[config.mk]
export PLATFORM = sky130hd
export DESIGN_NAME = fifo_credit_cache
export DESIGN_NICKNAME = d
export VERILOG_FILES = /design/src/rtl/fcc_pkg.sv /design/src/rtl/fcc_credit_store.sv /design/src/rtl/fcc_screen.sv /design/src/rtl/fifo_credit_cache.sv
export SDC_FILE = /design/constraint.sdc
export NUM_CORES = 1
export LEC_CHECK = 0
export BUFFER_PORTS_ARGS = -buffer_cell sky130_fd_sc_hd__buf_2
export CORE_MARGIN = 4
export CORE_UTILIZATION = 25
export CTS_BUF_LIST = sky130_fd_sc_hd__clkbuf_4
export DETAILED_ROUTE_END_ITERATION = 10
export SLEW_MARGIN = 20
export SYNTH_ARGS = -nofsm -noshare
export SYNTH_HDL_FRONTEND = slang
export SYNTH_SLANG_ARGS = --single-unit
[constraint.sdc]
create_clock -name clk -period 9.2 [get_ports clk]
set_clock_uncertainty 0.2 [all_clocks]
set_input_delay 1.84 -clock clk [delete_from_list [all_inputs] [get_ports clk]]
set_output_delay 1.84 -clock clk [all_outputs]
set_load 0.01 [all_outputs]
[src/rtl/fcc_pkg.sv]
package fcc_pkg;

    // Outcome codes reported on st_code
    typedef enum logic [1:0] {
        ST_NONE      = 2'd0,
        ST_SENT      = 2'd1,
        ST_UNDERFLOW = 2'd2,
        ST_SEQERR    = 2'd3
    } status_e;

    // Controller phase
    typedef enum logic {
        PH_IDLE = 1'b0,
        PH_WAIT = 1'b1
    } phase_e;

    // Combine the two screens; underflow wins over ordering.
    function automatic status_e screen_verdict(input logic too_late, input logic out_of_order);
        if (too_late)
            return ST_UNDERFLOW;
        else if (out_of_order)
            return ST_SEQERR;
        else
            return ST_NONE;
    endfunction

endpackage

[src/rtl/fcc_credit_store.sv]
module fcc_credit_store #(
    parameter int NCHAN = 8,
    parameter int CNT_W = 8,
    parameter int TS_W  = 32,
    parameter int CH_W  = (NCHAN > 1) ? $clog2(NCHAN) : 1
) (
    input  logic             clk,
    input  logic             rst,
    input  logic [CH_W-1:0]  rd_chan,
    output logic [CNT_W-1:0] rd_credit,
    output logic [TS_W-1:0]  rd_last,
    input  logic             cr_we,
    input  logic [CH_W-1:0]  cr_chan,
    input  logic [CNT_W-1:0] cr_val,
    input  logic             ts_we,
    input  logic [CH_W-1:0]  ts_chan,
    input  logic [TS_W-1:0]  ts_val
);

    logic [CNT_W-1:0] credit [NCHAN];
    logic [TS_W-1:0]  last   [NCHAN];

    for (genvar g = 0; g < NCHAN; g++) begin : g_chan
        always_ff @(posedge clk) begin
            if (rst) begin
                credit[g] <= '0;
                last[g]   <= '0;
            end else begin
                if (cr_we && (cr_chan == CH_W'(g)))
                    credit[g] <= cr_val;
                if (ts_we && (ts_chan == CH_W'(g)))
                    last[g] <= ts_val;
            end
        end
    end

    assign rd_credit = credit[rd_chan];
    assign rd_last   = last[rd_chan];

endmodule

[src/rtl/fcc_screen.sv]
module fcc_screen
    import fcc_pkg::*;
#(
    parameter int TS_W     = 32,
    parameter int MIN_LEAD = 4
) (
    input  logic [TS_W-1:0] cand_ts,
    input  logic [TS_W-1:0] now_ts,
    input  logic [TS_W-1:0] last_ts,
    output status_e         verdict
);

    localparam int SUM_W = TS_W + 1;

    logic [SUM_W-1:0] horizon;
    logic             too_late;
    logic             out_of_order;

    always_comb begin
        horizon      = {1'b0, now_ts} + SUM_W'(MIN_LEAD);
        too_late     = ({1'b0, cand_ts} <= horizon);
        out_of_order = (cand_ts < last_ts);
        verdict      = screen_verdict(too_late, out_of_order);
    end

endmodule

[src/rtl/fifo_credit_cache.sv]
module fifo_credit_cache
    import fcc_pkg::*;
#(
    parameter int NCHAN    = 8,
    parameter int CNT_W    = 8,
    parameter int TS_W     = 32,
    parameter int ADDR_W   = 8,
    parameter int DATA_W   = 32,
    parameter int MIN_LEAD = 4,
    parameter int CH_W     = (NCHAN > 1) ? $clog2(NCHAN) : 1
) (
    input  logic              clk,
    input  logic              rst,
    input  logic [TS_W-1:0]   now_ts,
    input  logic              req_valid,
    input  logic [TS_W-1:0]   req_ts,
    input  logic [CH_W-1:0]   req_chan,
    input  logic [ADDR_W-1:0] req_addr,
    input  logic [DATA_W-1:0] req_data,
    output logic              req_busy,
    output logic              ev_valid,
    output logic [TS_W-1:0]   ev_ts,
    output logic [CH_W-1:0]   ev_chan,
    output logic [ADDR_W-1:0] ev_addr,
    output logic [DATA_W-1:0] ev_data,
    output logic              qry_valid,
    output logic [CH_W-1:0]   qry_chan,
    input  logic              rep_valid,
    input  logic [CNT_W-1:0]  rep_space,
    output logic              st_valid,
    output logic [1:0]        st_code
);

    typedef struct packed {
        logic [TS_W-1:0]   ts;
        logic [CH_W-1:0]   chan;
        logic [ADDR_W-1:0] addr;
        logic [DATA_W-1:0] data;
    } event_t;

    phase_e  phase;
    event_t  pend;
    event_t  incoming;
    event_t  ev_q;
    status_e st_q;

    logic [CH_W-1:0]  rd_chan;
    logic [CNT_W-1:0] rd_credit;
    logic [TS_W-1:0]  rd_last;
    status_e          verdict;

    logic             cr_we;
    logic [CNT_W-1:0] cr_val;
    logic             ts_we;
    logic             accept;
    logic             reply_in;

    assign incoming = '{ts: req_ts, chan: req_chan, addr: req_addr, data: req_data};
    assign accept   = req_valid && (phase == PH_IDLE);
    assign reply_in = rep_valid && (phase == PH_WAIT);
    assign rd_chan  = (phase == PH_IDLE) ? req_chan : pend.chan;

    fcc_credit_store #(
        .NCHAN (NCHAN),
        .CNT_W (CNT_W),
        .TS_W  (TS_W),
        .CH_W  (CH_W)
    ) i_store (
        .clk       (clk),
        .rst       (rst),
        .rd_chan   (rd_chan),
        .rd_credit (rd_credit),
        .rd_last   (rd_last),
        .cr_we     (cr_we),
        .cr_chan   (rd_chan),
        .cr_val    (cr_val),
        .ts_we     (ts_we),
        .ts_chan   (rd_chan),
        .ts_val    ((phase == PH_IDLE) ? req_ts : pend.ts)
    );

    fcc_screen #(
        .TS_W     (TS_W),
        .MIN_LEAD (MIN_LEAD)
    ) i_screen (
        .cand_ts (req_ts),
        .now_ts  (now_ts),
        .last_ts (rd_last),
        .verdict (verdict)
    );

    // Cache updates: spend a credit on an immediate send, reload from a reply.
    always_comb begin
        cr_we  = 1'b0;
        cr_val = '0;
        ts_we  = 1'b0;
        if (accept && (verdict == ST_NONE) && (rd_credit != '0)) begin
            cr_we  = 1'b1;
            cr_val = rd_credit - CNT_W'(1);
            ts_we  = 1'b1;
        end else if (reply_in) begin
            cr_we  = 1'b1;
            cr_val = (rep_space != '0) ? (rep_space - CNT_W'(1)) : '0;
            ts_we  = (rep_space != '0);
        end
    end

    always_ff @(posedge clk) begin
        if (rst) begin
            phase     <= PH_IDLE;
            pend      <= '0;
            ev_q      <= '0;
            ev_valid  <= 1'b0;
            qry_valid <= 1'b0;
            qry_chan  <= '0;
            st_valid  <= 1'b0;
            st_q      <= ST_NONE;
        end else begin
            ev_valid  <= 1'b0;
            qry_valid <= 1'b0;
            st_valid  <= 1'b0;
            st_q      <= ST_NONE;
            unique case (phase)
                PH_IDLE: begin
                    if (req_valid) begin
                        pend <= incoming;
                        if (verdict != ST_NONE) begin
                            st_valid <= 1'b1;
                            st_q     <= verdict;
                        end else if (rd_credit != '0) begin
                            ev_q     <= incoming;
                            ev_valid <= 1'b1;
                            st_valid <= 1'b1;
                            st_q     <= ST_SENT;
                        end else begin
                            qry_valid <= 1'b1;
                            qry_chan  <= req_chan;
                            phase     <= PH_WAIT;
                        end
                    end
                end
                PH_WAIT: begin
                    if (rep_valid) begin
                        if (rep_space != '0) begin
                            ev_q     <= pend;
                            ev_valid <= 1'b1;
                            st_valid <= 1'b1;
                            st_q     <= ST_SENT;
                            phase    <= PH_IDLE;
                        end else begin
                            qry_valid <= 1'b1;
                            qry_chan  <= pend.chan;
                        end
                    end
                end
                default: phase <= PH_IDLE;
            endcase
        end
    end

    assign req_busy = (phase == PH_WAIT);
    assign ev_ts    = ev_q.ts;
    assign ev_chan  = ev_q.chan;
    assign ev_addr  = ev_q.addr;
    assign ev_data  = ev_q.data;
    assign st_code  = st_q;

endmodule

# ---- Word-level counts from Yosys, hierarchy flattened
# Memory sizes are Yosys's and may differ from the RTL's.
# Index checks and enable logic that the tools add are counted.
dict set report word_totals {
  register_bits 159
  mem_bits_rw 320
  wordCells 192
  mem_count 2
}
# name depth word_bits read_ports rd_ports_with_merged_regs write_ports line_no
set mem_list {}
lappend mem_list {i_store.last 8 32 1 0 8 fcc_credit_store.sv:21} ;# logic [TS_W-1:0] last [NCHAN];
lappend mem_list {i_store.credit 8 8 1 0 8 fcc_credit_store.sv:20} ;# logic [CNT_W-1:0] credit [NCHAN];
dict set report classes {
  n_addsub 3
  n_lt_le_gt_ge 2
  eq_ne 14
  muxes 112
  bitwise_logic 17
  n_reduce_logical 28
}
# cell n
set op_table {}
lappend op_table {{$mux W75} 5}
lappend op_table {{$mux W32} 9}
lappend op_table {{$pmux W75 S2} 1}
lappend op_table {{$mux W8} 11}
lappend op_table {{$mux W1} 70}
lappend op_table {{$add A32 B3 Y33 const B} 1}
lappend op_table {{$le A32 B33 Y1} 1}
lappend op_table {{$lt A32 B32 Y1} 1}
lappend op_table {{$logic_and A1 B1 Y1} 20}
lappend op_table {{$mux W3} 6}
lappend op_table {{$or A1 B1 Y1} 16}
lappend op_table {{$reduce_bool A8 Y1} 2}
lappend op_table {{$sub A8 B1 Y8 const B} 2}
lappend op_table {{$eq A3 B3 Y1 const B} 4}
lappend op_table {{$ne A2 B2 Y1 const B} 5}
lappend op_table {{$reduce_and A5 Y1} 2}
lappend op_table {{$mux W2} 4}
lappend op_table {{$pmux W1 S2} 4}
lappend op_table {{$eq A3 B2 Y1 const B} 2}
lappend op_table {{$pmux W3 S2} 1}
lappend op_table {{$ne A2 B1 Y1 const B} 2}
lappend op_table {{$pmux W2 S2} 1}
lappend op_table {{$eq A3 B1 Y1 const B} 1}
lappend op_table {{$logic_not A3 Y1} 1}
lappend op_table {{other kinds (4)} 4}

# ---- Depth between registers and ports, before layout
# Gate-level depths: netlist (run 1).
# An unclocked memory read counts as a cell.
dict set report depth {
  depth_word 14
  depth_mapped 19
  ltp_nobuf 16
}

# ---- Modules after synthesis
# Synthesis (run 1) repeated with hierarchy kept, for this count alone.
dict set report hier_totals {
  hier_cells 1994
  hier_area_um2 23756.5
}
# mod n_inst cells_per_inst area_each_um2
set modules_own_cells {}
lappend modules_own_cells {fcc_credit_store 1 926 14665.3}
lappend modules_own_cells {fifo_credit_cache 1 798 7120.6}
lappend modules_own_cells {fcc_screen 1 270 1970.6}

# ---- Least setup slack after synthesis (run 1)
# No wires, ideal clock.
dict set report synth_timing {
  path_kind {input-to-reg}
  from {input req_chan[0]}
  to {memory i_store.last[0][0], enable pin}
  setup_time_ns 0.428
  t_arrival_ns 6.734
  required_time_ns 8.572
  setup_slack_ns 1.838
  stages 17
  n_path_buf 5
  cell_sequence {mux2_2 buf_2 buf_1 mux4_2 mux2i_1 ha_1 nand4_1 a21oi_1 o31ai_1 a21oi_1 o311ai_4 a21oi_2 a21oi_2 buf_4 buf_6 buf_6 o21bai_1}
}
# element line_no
set synth_lines {}
lappend synth_lines {{start: declaration} fifo_credit_cache.sv:17} ;# input logic [CH_W-1:0] req_chan,
lappend synth_lines {{end: declaration} fcc_credit_store.sv:21}

==> results.py, run 1 <==
metrics = {
    "run_status": {
        "status": "complete, no violations",
    },
    "clock_network": {
        "cts_tree": "yes",
        "cts_setup_buffers": 0,
        "cts_resized": 0,
        "h-tree-depth": 3,
        "cts_inserted_buffers": 117,
        "root_buffer": "clkbuf_4",
        "clk_latency_ns": 0.91,
        "clkTransAtPathRegs_ns": 0.07,
        "numClockSinks": 479,
        "cts_buffer_depth": 3,
        "ctsHoldBuffers": 0,
    },
    "logic_synthesis": {
        "synthSimpleGateAreaFrac": 0.150,
        "synth_compound_area_frac": 0.0895,
        "netlist_area_um2": 23900,
        "synth_mux_area_frac": 0.132,
        "synth_top_family_by_area": "simple AND/OR/NAND/NOR gates",
        "syn_nets": 2251,
        "synth_fa_ha_area_frac": 0.0357,
        "yosysMostFrequentCell": "nor3_1",
        "synth_common_cells": "nor3_1, edfxtp_1, nand2_1, dfxtp_1, mux2i_1",
        "netlist.area_leader.share": 0.403,
        "synthXorXnorAreaFrac": 0.0143,
        "synthCells": 2064,
        "async_flop_share": 0,
        "synth_edf_count": 320,
        "synth_flop_cell": "edfxtp_1",
        "yosysTopAreaCell": "edfxtp_1",
        "ys_seq_elements": 479,
        "yosys_warnings": 0,
        "synth_cell_types": 75,
        "yosysSeqAreaShare": 0.536,
        "syn_avg_cell_area_um2": 11.6,
        "synth_area_leaders": "edfxtp_1, dfxtp_1, nor3_1",
    },
    "global_routing": {
        "grt_usage": 0.141,
        "first_global_vias": 17281,
        "antenna_found_initial": 4,
        "grt_max_degree": 88,
        "grt_overflow": 0,
        "grt_pass1_wl_mm": 109,
    },
    "setup_path": {
        "worstPathCellList": "buf_2, mux2_4, buf_4, mux4_2, mux2i_1, ha_1, nand4_1, nor2_1, a2111oi_0, buf_4, a21oi_1, a2111oi_0, buf_4, a21oi_4, a21oi_4, buf_12, buf_4, nor3_1",
        "crit_path_max_fanout": 87,
        "slowest_stage": "buf_4",
        "crit_path_frequent_cell": "buf_4",
        "cp-startpoint": "req_chan[0]",
        "r2r_cells": 14,
        "cp_num_cells": 18,
        "crit_arrival_ns": 7.52,
        "critPathCapture": "i_store.last[0][11]",
        "critPathBufInv": 6,
        "start_kind": "primary input",
        "max_stage_delay_ns": 0.78,
        "critPathTopFamily": "buffers and inverters",
        "r2r_start": "pend[41]",
        "cp.required_ns": 9.59,
        "regToRegSetupSlack_ns": 2.56,
        "r2r_end": "i_store.credit[1][2]",
        "critical_path_class": "primary input to flip-flop",
        "critPathCaptureType": "flip-flop",
    },
    "hold_path": {
        "worst_hold_startpoint": "pend[11]",
        "hold_path_class": "flip-flop to flip-flop",
    },
    "timing": {
        "min_period_ns": 7.14,
        "fmax_mhz": 140,
        "period_share": 0.776,
        "setup_ws_ns": 2.06,
        "max_slew_margin": 0.265,
        "slew_viol_final": 0,
        "finalSetupTns_ns": 0,
        "finalHoldViolCount": 0,
        "worstMarginPinSlew_ns": 1.10,
        "rsz0062_at_grt": "false",
        "setup_viol": 0,
    },
    "final_layout": {
        "layout-drive-gt1-share": 0.252,
        "fin_util": 0.292,
        "area_delta_synth_final_pct": 16.1,
        "seq_area_um2": 12800,
        "nets": 2423,
        "fill_cells": 9769,
        "multi_input_area_um2": 10200,
    },
    "route": {
        "firstDrtPassIters": 5,
        "first_iter_violations": 1550,
        "viasPerCell": 4.92,
        "drc": 0,
        "finalWirelength_mm": 72.1,
        "wire_per_inst_um": 20.0,
        "ant_nets": 0,
        "dr_total_vias": 17747,
    },
    "die": {
        "core_area_um2": 94900,
        "die_h_um": 317,
        "start_util": 0.252,
        "ios": 203,
        "fp.dieW_um": 317,
        "rows": 113,
        "dieArea_um2": 100000,
    },
    "placement": {
        "io_buffers": 202,
        "dp_slack_ns": 1.18,
        "hpwl_mm": 48.1,
        "place_congestion": 0.838,
    },
    "power": {
        "p_leak_uw": 0.00988,
        "p_per_area_nw_per_um2": 177,
        "peakVddDrop_uv": 90.0,
    },
    "job": {
        "maxCapViolCount": 0,
    },
}
worst min path at each step:
stage               endpoint  slack (ns)  cells after the start
global route        pend[54]        0.27                      2
global placement    pend[15]        0.24                      2
finish              pend[11]        0.25                      2
floorplan            pend[0]        0.24                      2
CTS                 pend[13]        0.26                      2
detailed placement  pend[45]        0.25                      2
sequential cells by signal (all words and copies together) (netlist names):
signal,cells
ev_addr,8
ev_chan,3
ev_data,32
ev_ts,32
ev_valid,1
i_store.credit,64
i_store.last,256
pend,75
qry_chan,3
qry_valid,1
req_busy,1
st_code,2
st_valid,1
where the power goes:
group | leakage, uW | switching, uW | internal (uW)
Combinational | 0.00432 | 412 | 227
Sequential | 0.00464 | 44.9 | 2390
Clock | 0.000928 | 923 | 924
cell type report:
type,instances,share of cell area
multi-input combinational,1371,0.368
tap,1265,0.0571
timing repair buffer,257,0.0548
sequential,479,0.462
antenna,6,0.000542
clock buffer,171,0.0463
clock inverter,51,0.0105
inverter,10,0.00135
kinds of logic after synthesis:
family / count (synthesis)
AOI/OAI and AO/OA: 309
xor gates and xnor gates: 39
adders and majority gates: 68
buffers and inverters: 214
DFF: 479
muxes: 230
and+or+nand+nor: 725
layer usage:
metal / share of wire / vias to the layer above / track usage
met5: 0.00017 / - / 0
met4: 0.024 / 2 / 0.0484
met3: 0.082 / 101 / 0.0330
met2: 0.45 / 697 / 0.214
met1: 0.44 / 8722 / 0.197
li1: - / 8225 / -
worst min-delay path: cells and delay by family (launching register included):
| kind | cells | cell delay [ns] |
|---|---|---|
| AOI/OAI and AO/OA | 1 | 0.05 |
| DFF | 1 | 0.31 |
| and+or+nand+nor | 1 | 0.05 |
cell usage in the layout, fill, tap and decap left out, types with 7 or more instances in the layout:
master    Yosys  layout
inv_1        10      10
dfxtp_1     159     158
a211oi_1    100     100
o21bai_1     16       8
mux2i_1     155     155
nand2_1     199     198
ha_1         68      68
o21ai_0      15      15
clkinv_1      0      36
nor2_1       38      38
and3_1        8       8
nand4_1      21      21
nor3_1      324     324
clkinv_2      0       7
buf_2        34     201
buf_4        14      48
a21o_1        8       8
mux4_2       64      64
buf_12        0       7
nand3_1      19      19
clkbuf_4      0     171
xor2_1       22      22
o21bai_4      0       8
edfxtp_1    320     320
nand2b_1     38      38
nor4_1        8       8
a21oi_1     105     105
or2_2        41      41
xnor2_1      17      17
metrics by stage:
step                      std cells  instance area [um2]  power, uW  hold slack [ns]
final                          3610                27700       4920            0.252
after global routing           3606                27700       5160            0.268
after CTS                      3604                27700       4970            0.256
after detailed placement       3382                26100       3120            0.246
after global placement         3382                26100       3110            0.241
after floorplan                2064                23900       2870            0.236
Note: power is estimated with default switching activity, not from simulation.
==> inputs of run 2 (changes only) <==
Clock period 9.2 ns to 6.65 ns, I/O delays scaled along.
==> results.py, run 2 (same netlist as run 1, synthesis figures left out) <==
metrics = {
    "run_status": {
        "status": "complete, no violations",
    },
    "route": {
        "drc": 0,
        "first_iter_violations": 1544,
        "wl_met1_mm": 32.0,
        "viasPerCell": 4.89,
        "routed-wl-met2_mm": 35.4,
        "top_layer_used": "met5",
        "firstDrtPassIters": 5,
        "finalWirelength_mm": 75.1,
        "dr_total_vias": 17902,
        "wire_per_inst_um": 20.5,
        "ant_nets": 0,
        "wl_met3_mm": 6.01,
    },
    "timing": {
        "setup_viol": 0,
        "max_slew_margin": 0.305,
        "finalHoldViolCount": 0,
        "period_share": 0.839,
        "fmax_mhz": 179,
        "rsz0062_at_grt": "false",
        "min_period_ns": 5.58,
        "setup_ws_ns": 1.07,
        "worstMarginPinSlew_ns": 1.04,
        "slew_viol_final": 0,
    },
    "power": {
        "finalPower_uw": 6640,
        "p_per_area_nw_per_um2": 235,
        "peakVddDrop_uv": 115,
        "p_leak_uw": 0.0102,
    },
    "clock_network": {
        "cts_setup_buffers": 0,
        "clkTransAtPathRegs_ns": 0.06,
        "cts_buffer_depth": 3,
        "cts_tree": "yes",
        "cts_resized": 0,
        "clk_latency_ns": 0.91,
        "cts_inserted_buffers": 114,
        "numClockSinks": 479,
        "ctsHoldBuffers": 0,
        "root_buffer": "clkbuf_4",
        "h-tree-depth": 3,
    },
    "die": {
        "ios": 203,
        "rows": 113,
        "dieArea_um2": 100000,
        "die_h_um": 317,
        "fp.dieW_um": 317,
        "core_area_um2": 94900,
        "start_util": 0.252,
    },
    "setup_path": {
        "critPathCaptureType": "flip-flop",
        "cp.required_ns": 7.03,
        "crit_arrival_ns": 5.96,
        "critical_path_class": "primary input to flip-flop",
        "regToRegSetupSlack_ns": 1.09,
        "start_kind": "primary input",
        "crit_path_max_fanout": 53,
    },
    "job": {
        "maxCapViolCount": 0,
    },
    "placement": {
        "io_buffers": 202,
        "hpwl_mm": 50.6,
        "dp_slack_ns": 0.168,
        "place_area_um2": 26800,
        "placed_cells": 3451,
        "place_congestion": 0.838,
    },
    "global_routing": {
        "grt_usage": 0.146,
        "first_global_vias": 17773,
        "antenna_found_initial": 7,
        "grt_pass1_wl_mm": 112,
        "grt_max_degree": 77,
        "grt_overflow": 0,
    },
    "hold_path": {
        "hold_path_class": "flip-flop to flip-flop",
    },
    "final_layout": {
        "post-route-cell-area_um2": 28200,
        "largest_reg_flops": 256,
        "final_common_cell": "nor3_1",
        "layout-drive-gt1-share": 0.269,
        "mostFrequentLayoutCells": "nor3_1, edfxtp_1, buf_2",
        "instances_no_fill": 3661,
        "largest_registers": "i_store.last: 256 flops, pend: 75 flops, i_store.credit: 64 flops",
        "area_delta_synth_final_pct": 18.3,
        "nets": 2489,
        "top_register": "i_store.last",
    },
}
[run 2: changes by cell type in the layout (fill, tap and decap cells not counted), sizes merged]
| cell | previous run | this run |
|---|---|---|
| clkinv | 44 | 42 |
| buf | 257 | 326 |
| bufinv | 2 | 0 |
| clkbuf | 171 | 159 |
| inv | 15 | 13 |
[run 2: worst max-delay path: stages]
cell	delay, ns
buf_2	0.11
nand3_1	0.16
nor4_1	0.48
buf_4	0.25
nand2_1	0.07
or3_1	0.42
inv_1	0.12
nand3_1	0.10
xor2_1	0.16
ha_1	0.30
nand2_1	0.04
o21ai_0	0.33
o211ai_1	0.13
a31oi_1	0.17
a211oi_1	0.08
buf_4	0.22
a21oi_4	0.15
buf_4	0.60
a21boi_4	0.12
buf_12	0.18
o21bai_1	0.21
buf_4	0.19
[run 2: metal layers]
layer	up-vias	GRT usage
li1	8352	-
met4	2	0.0461
met3	110	0.0347
met5	-	0
met1	8797	0.193
met2	641	0.237
[run 2: report_power, final]
part	internal (uW)	total (uW)	switching, uW
Combinational	356	952	596
Clock	1110	2330	1220
Sequential	3300	3350	54.2
[run 2: worst paths after layout]
kind | depth (start not counted) | to | start
max reg2reg | 17 | i_store.last[0][8] | pend[40]
min | 2 | pend[35] | pend[35]
max | 22 | i_store.credit[5][2] | now_ts[4]
min reg2reg | 2 | pend[35] | pend[35]
[run 2: through the flow]
stage | hold slack, ns | utilization | setup TNS, ns
finish | 0.254 | 0.298 | 0
global route | 0.269 | 0.298 | 0
CTS | 0.255 | 0.297 | 0
detailed placement | 0.246 | 0.283 | 0
global placement | 0.241 | 0.283 | 0
floorplan | 0.236 | - | -49.15
[run 2: area by class of cell]
class,count,area (um2)
Clock inverter,45,204
Tap cell,1265,1580
Timing Repair Buffer,326,2210
Inverter,10,37.5
Clock buffer,159,1190
Fill cell,9718,66600
Multi-Input combinational cell,1371,10200
Sequential cell,479,12800
Antenna cell,6,15.0
==> inputs of run 3 (changes only) <==
Clock period 6.65 ns to 5.8 ns, I/O delays scaled along.
==> results.py, run 3 (same netlist as run 1, synthesis figures left out) <==
metrics = {
    "run_status": {
        "status": "complete, no violations",
    },
    "global_routing": {
        "grt_pass1_wl_mm": 114,
        "antenna_found_initial": 9,
        "first_global_vias": 17978,
        "grt_usage": 0.150,
        "grt_overflow": 0,
        "grt_max_degree": 104,
    },
    "final_layout": {
        "mostFrequentLayoutCells": "nor3_1, edfxtp_1, buf_2",
        "fin_util": 0.301,
        "largest_registers": "i_store.last: 256 flops, pend: 75 flops, i_store.credit: 64 flops",
        "nets": 2508,
        "layout-drive-gt1-share": 0.279,
        "final_common_cell": "nor3_1",
        "top_register": "i_store.last",
        "area_delta_synth_final_pct": 19.8,
        "largest_reg_flops": 256,
        "post-route-cell-area_um2": 28600,
    },
    "timing": {
        "fmax_mhz": 196,
        "finalSetupTns_ns": 0,
        "period_share": 0.881,
        "setup_ws_ns": 0.689,
        "slew_viol_final": 0,
        "setup_viol": 0,
        "rsz0062_at_grt": "false",
        "finalHoldViolCount": 0,
        "max_slew_margin": 0.377,
        "min_period_ns": 5.11,
        "worstMarginPinSlew_ns": 0.935,
    },
    "setup_path": {
        "regToRegSetupSlack_ns": 0.91,
        "crit_arrival_ns": 5.50,
        "r2r_end": "i_store.last[1][13]",
        "start_kind": "primary input",
        "r2r_cells": 17,
        "crit_path_max_fanout": 52,
        "critPathCaptureType": "flip-flop",
        "cp.required_ns": 6.19,
        "critical_path_class": "primary input to flip-flop",
        "r2r_start": "req_busy",
    },
    "route": {
        "viasPerCell": 4.93,
        "finalWirelength_mm": 77.0,
        "drc": 0,
        "firstDrtPassIters": 5,
        "ant_nets": 0,
        "wire_per_inst_um": 20.8,
        "dr_total_vias": 18218,
        "first_iter_violations": 1572,
    },
    "die": {
        "die_h_um": 317,
        "dieArea_um2": 100000,
        "rows": 113,
        "core_area_um2": 94900,
        "fp.dieW_um": 317,
        "start_util": 0.252,
        "ios": 203,
    },
    "placement": {
        "hpwl_mm": 51.3,
        "place_congestion": 0.886,
        "dp_slack_ns": -0.0718,
        "io_buffers": 202,
        "place_area_um2": 27000,
    },
    "clock_network": {
        "cts_tree": "yes",
        "cts_setup_buffers": 0,
        "numClockSinks": 479,
        "clkTransAtPathRegs_ns": 0.07,
        "cts_inserted_buffers": 121,
        "ctsHoldBuffers": 0,
        "h-tree-depth": 3,
        "cts_resized": 0,
        "clk_latency_ns": 0.92,
        "root_buffer": "clkbuf_4",
        "cts_buffer_depth": 3,
    },
    "power": {
        "finalPower_uw": 7880,
        "p_per_area_nw_per_um2": 275,
        "peakVddDrop_uv": 122,
        "p_leak_uw": 0.0104,
    },
    "hold_path": {
        "worstHoldEndpoint": "pend[17]",
        "worst_hold_startpoint": "pend[17]",
        "hold_path_class": "flip-flop to flip-flop",
        "hold_path_depth": 2,
    },
    "job": {
        "maxCapViolCount": 0,
    },
}
-- run 3: cell count changes in the layout (fill, tap and decap cells not counted), sizes merged --
cell    before  now
buf        326  338
bufinv       0    1
clkbuf     159  177
clkinv      42   43
inv         13   14
-- run 3: where the power goes --
part / leakage [uW] / total [uW] / switching (uW) / internal, uW
clock network: 0.000936 / 2920 / 1470 / 1450
registers: 0.00464 / 3840 / 58.4 / 3780
logic: 0.00480 / 1120 / 692 / 423
total: 0.0104 / 7880 / 2220 / 5660
-- run 3: area by class of cell --
type	instances	area, um2
clock buffer	177	1330
inverter	10	37.5
tap	1265	1580
antenna	6	15.0
multi-input combinational	1371	10200
sequential	479	12800
clock inverter	48	235
timing repair buffer	338	2390
fill	9794	66300
-- run 3: worst max-delay path: stages --
cell	delay [ns]
buf_2	0.09
nand3_1	0.32
nor4_1	0.37
buf_4	0.23
nand2_1	0.08
or3_1	0.41
inv_1	0.08
nand3_1	0.09
xor2_1	0.16
ha_1	0.29
nand2_1	0.06
o21ai_0	0.12
a2111oi_0	0.51
a31oi_1	0.16
a211oi_1	0.23
buf_4	0.18
a21oi_4	0.04
a21oi_4	0.15
buf_12	0.20
buf_4	0.16
buf_12	0.24
nor3_1	0.10
-- run 3: worst max path at each step --
| stage | startpoint | endpoint | slack, ns | depth (start not counted) |
|---|---|---|---|---|
| 5_1_grt | now_ts[8] | ev_data[8] | 0.52 | 20 |
| 2_1_floorplan | req_chan[0] | i_store.last[0][0] | -0.21 | 17 |
| 3_3_place_gp | now_ts[8] | i_store.last[4][7] | -0.06 | 21 |
| 4_1_cts | now_ts[8] | i_store.last[0][14] | 0.90 | 22 |
| 3_5_place_dp | now_ts[8] | i_store.last[1][13] | -0.07 | 22 |
| 6_report | now_ts[8] | i_store.last[1][13] | 0.69 | 22 |
-- run 3: metrics by stage --
step,hold slack (ns),instances
2_1_floorplan,0.236,2064
3_3_place_gp,0.241,3463
3_5_place_dp,0.246,3463
4_1_cts,0.209,3688
5_1_grt,0.244,3689
6_report,0.253,3694
-- run 3: layer usage --
metal  global-route usage  wire, um
met5                    0        27
met4               0.0405      1710
met3               0.0423      7950
met2                0.227     33700
met1                0.209     33600
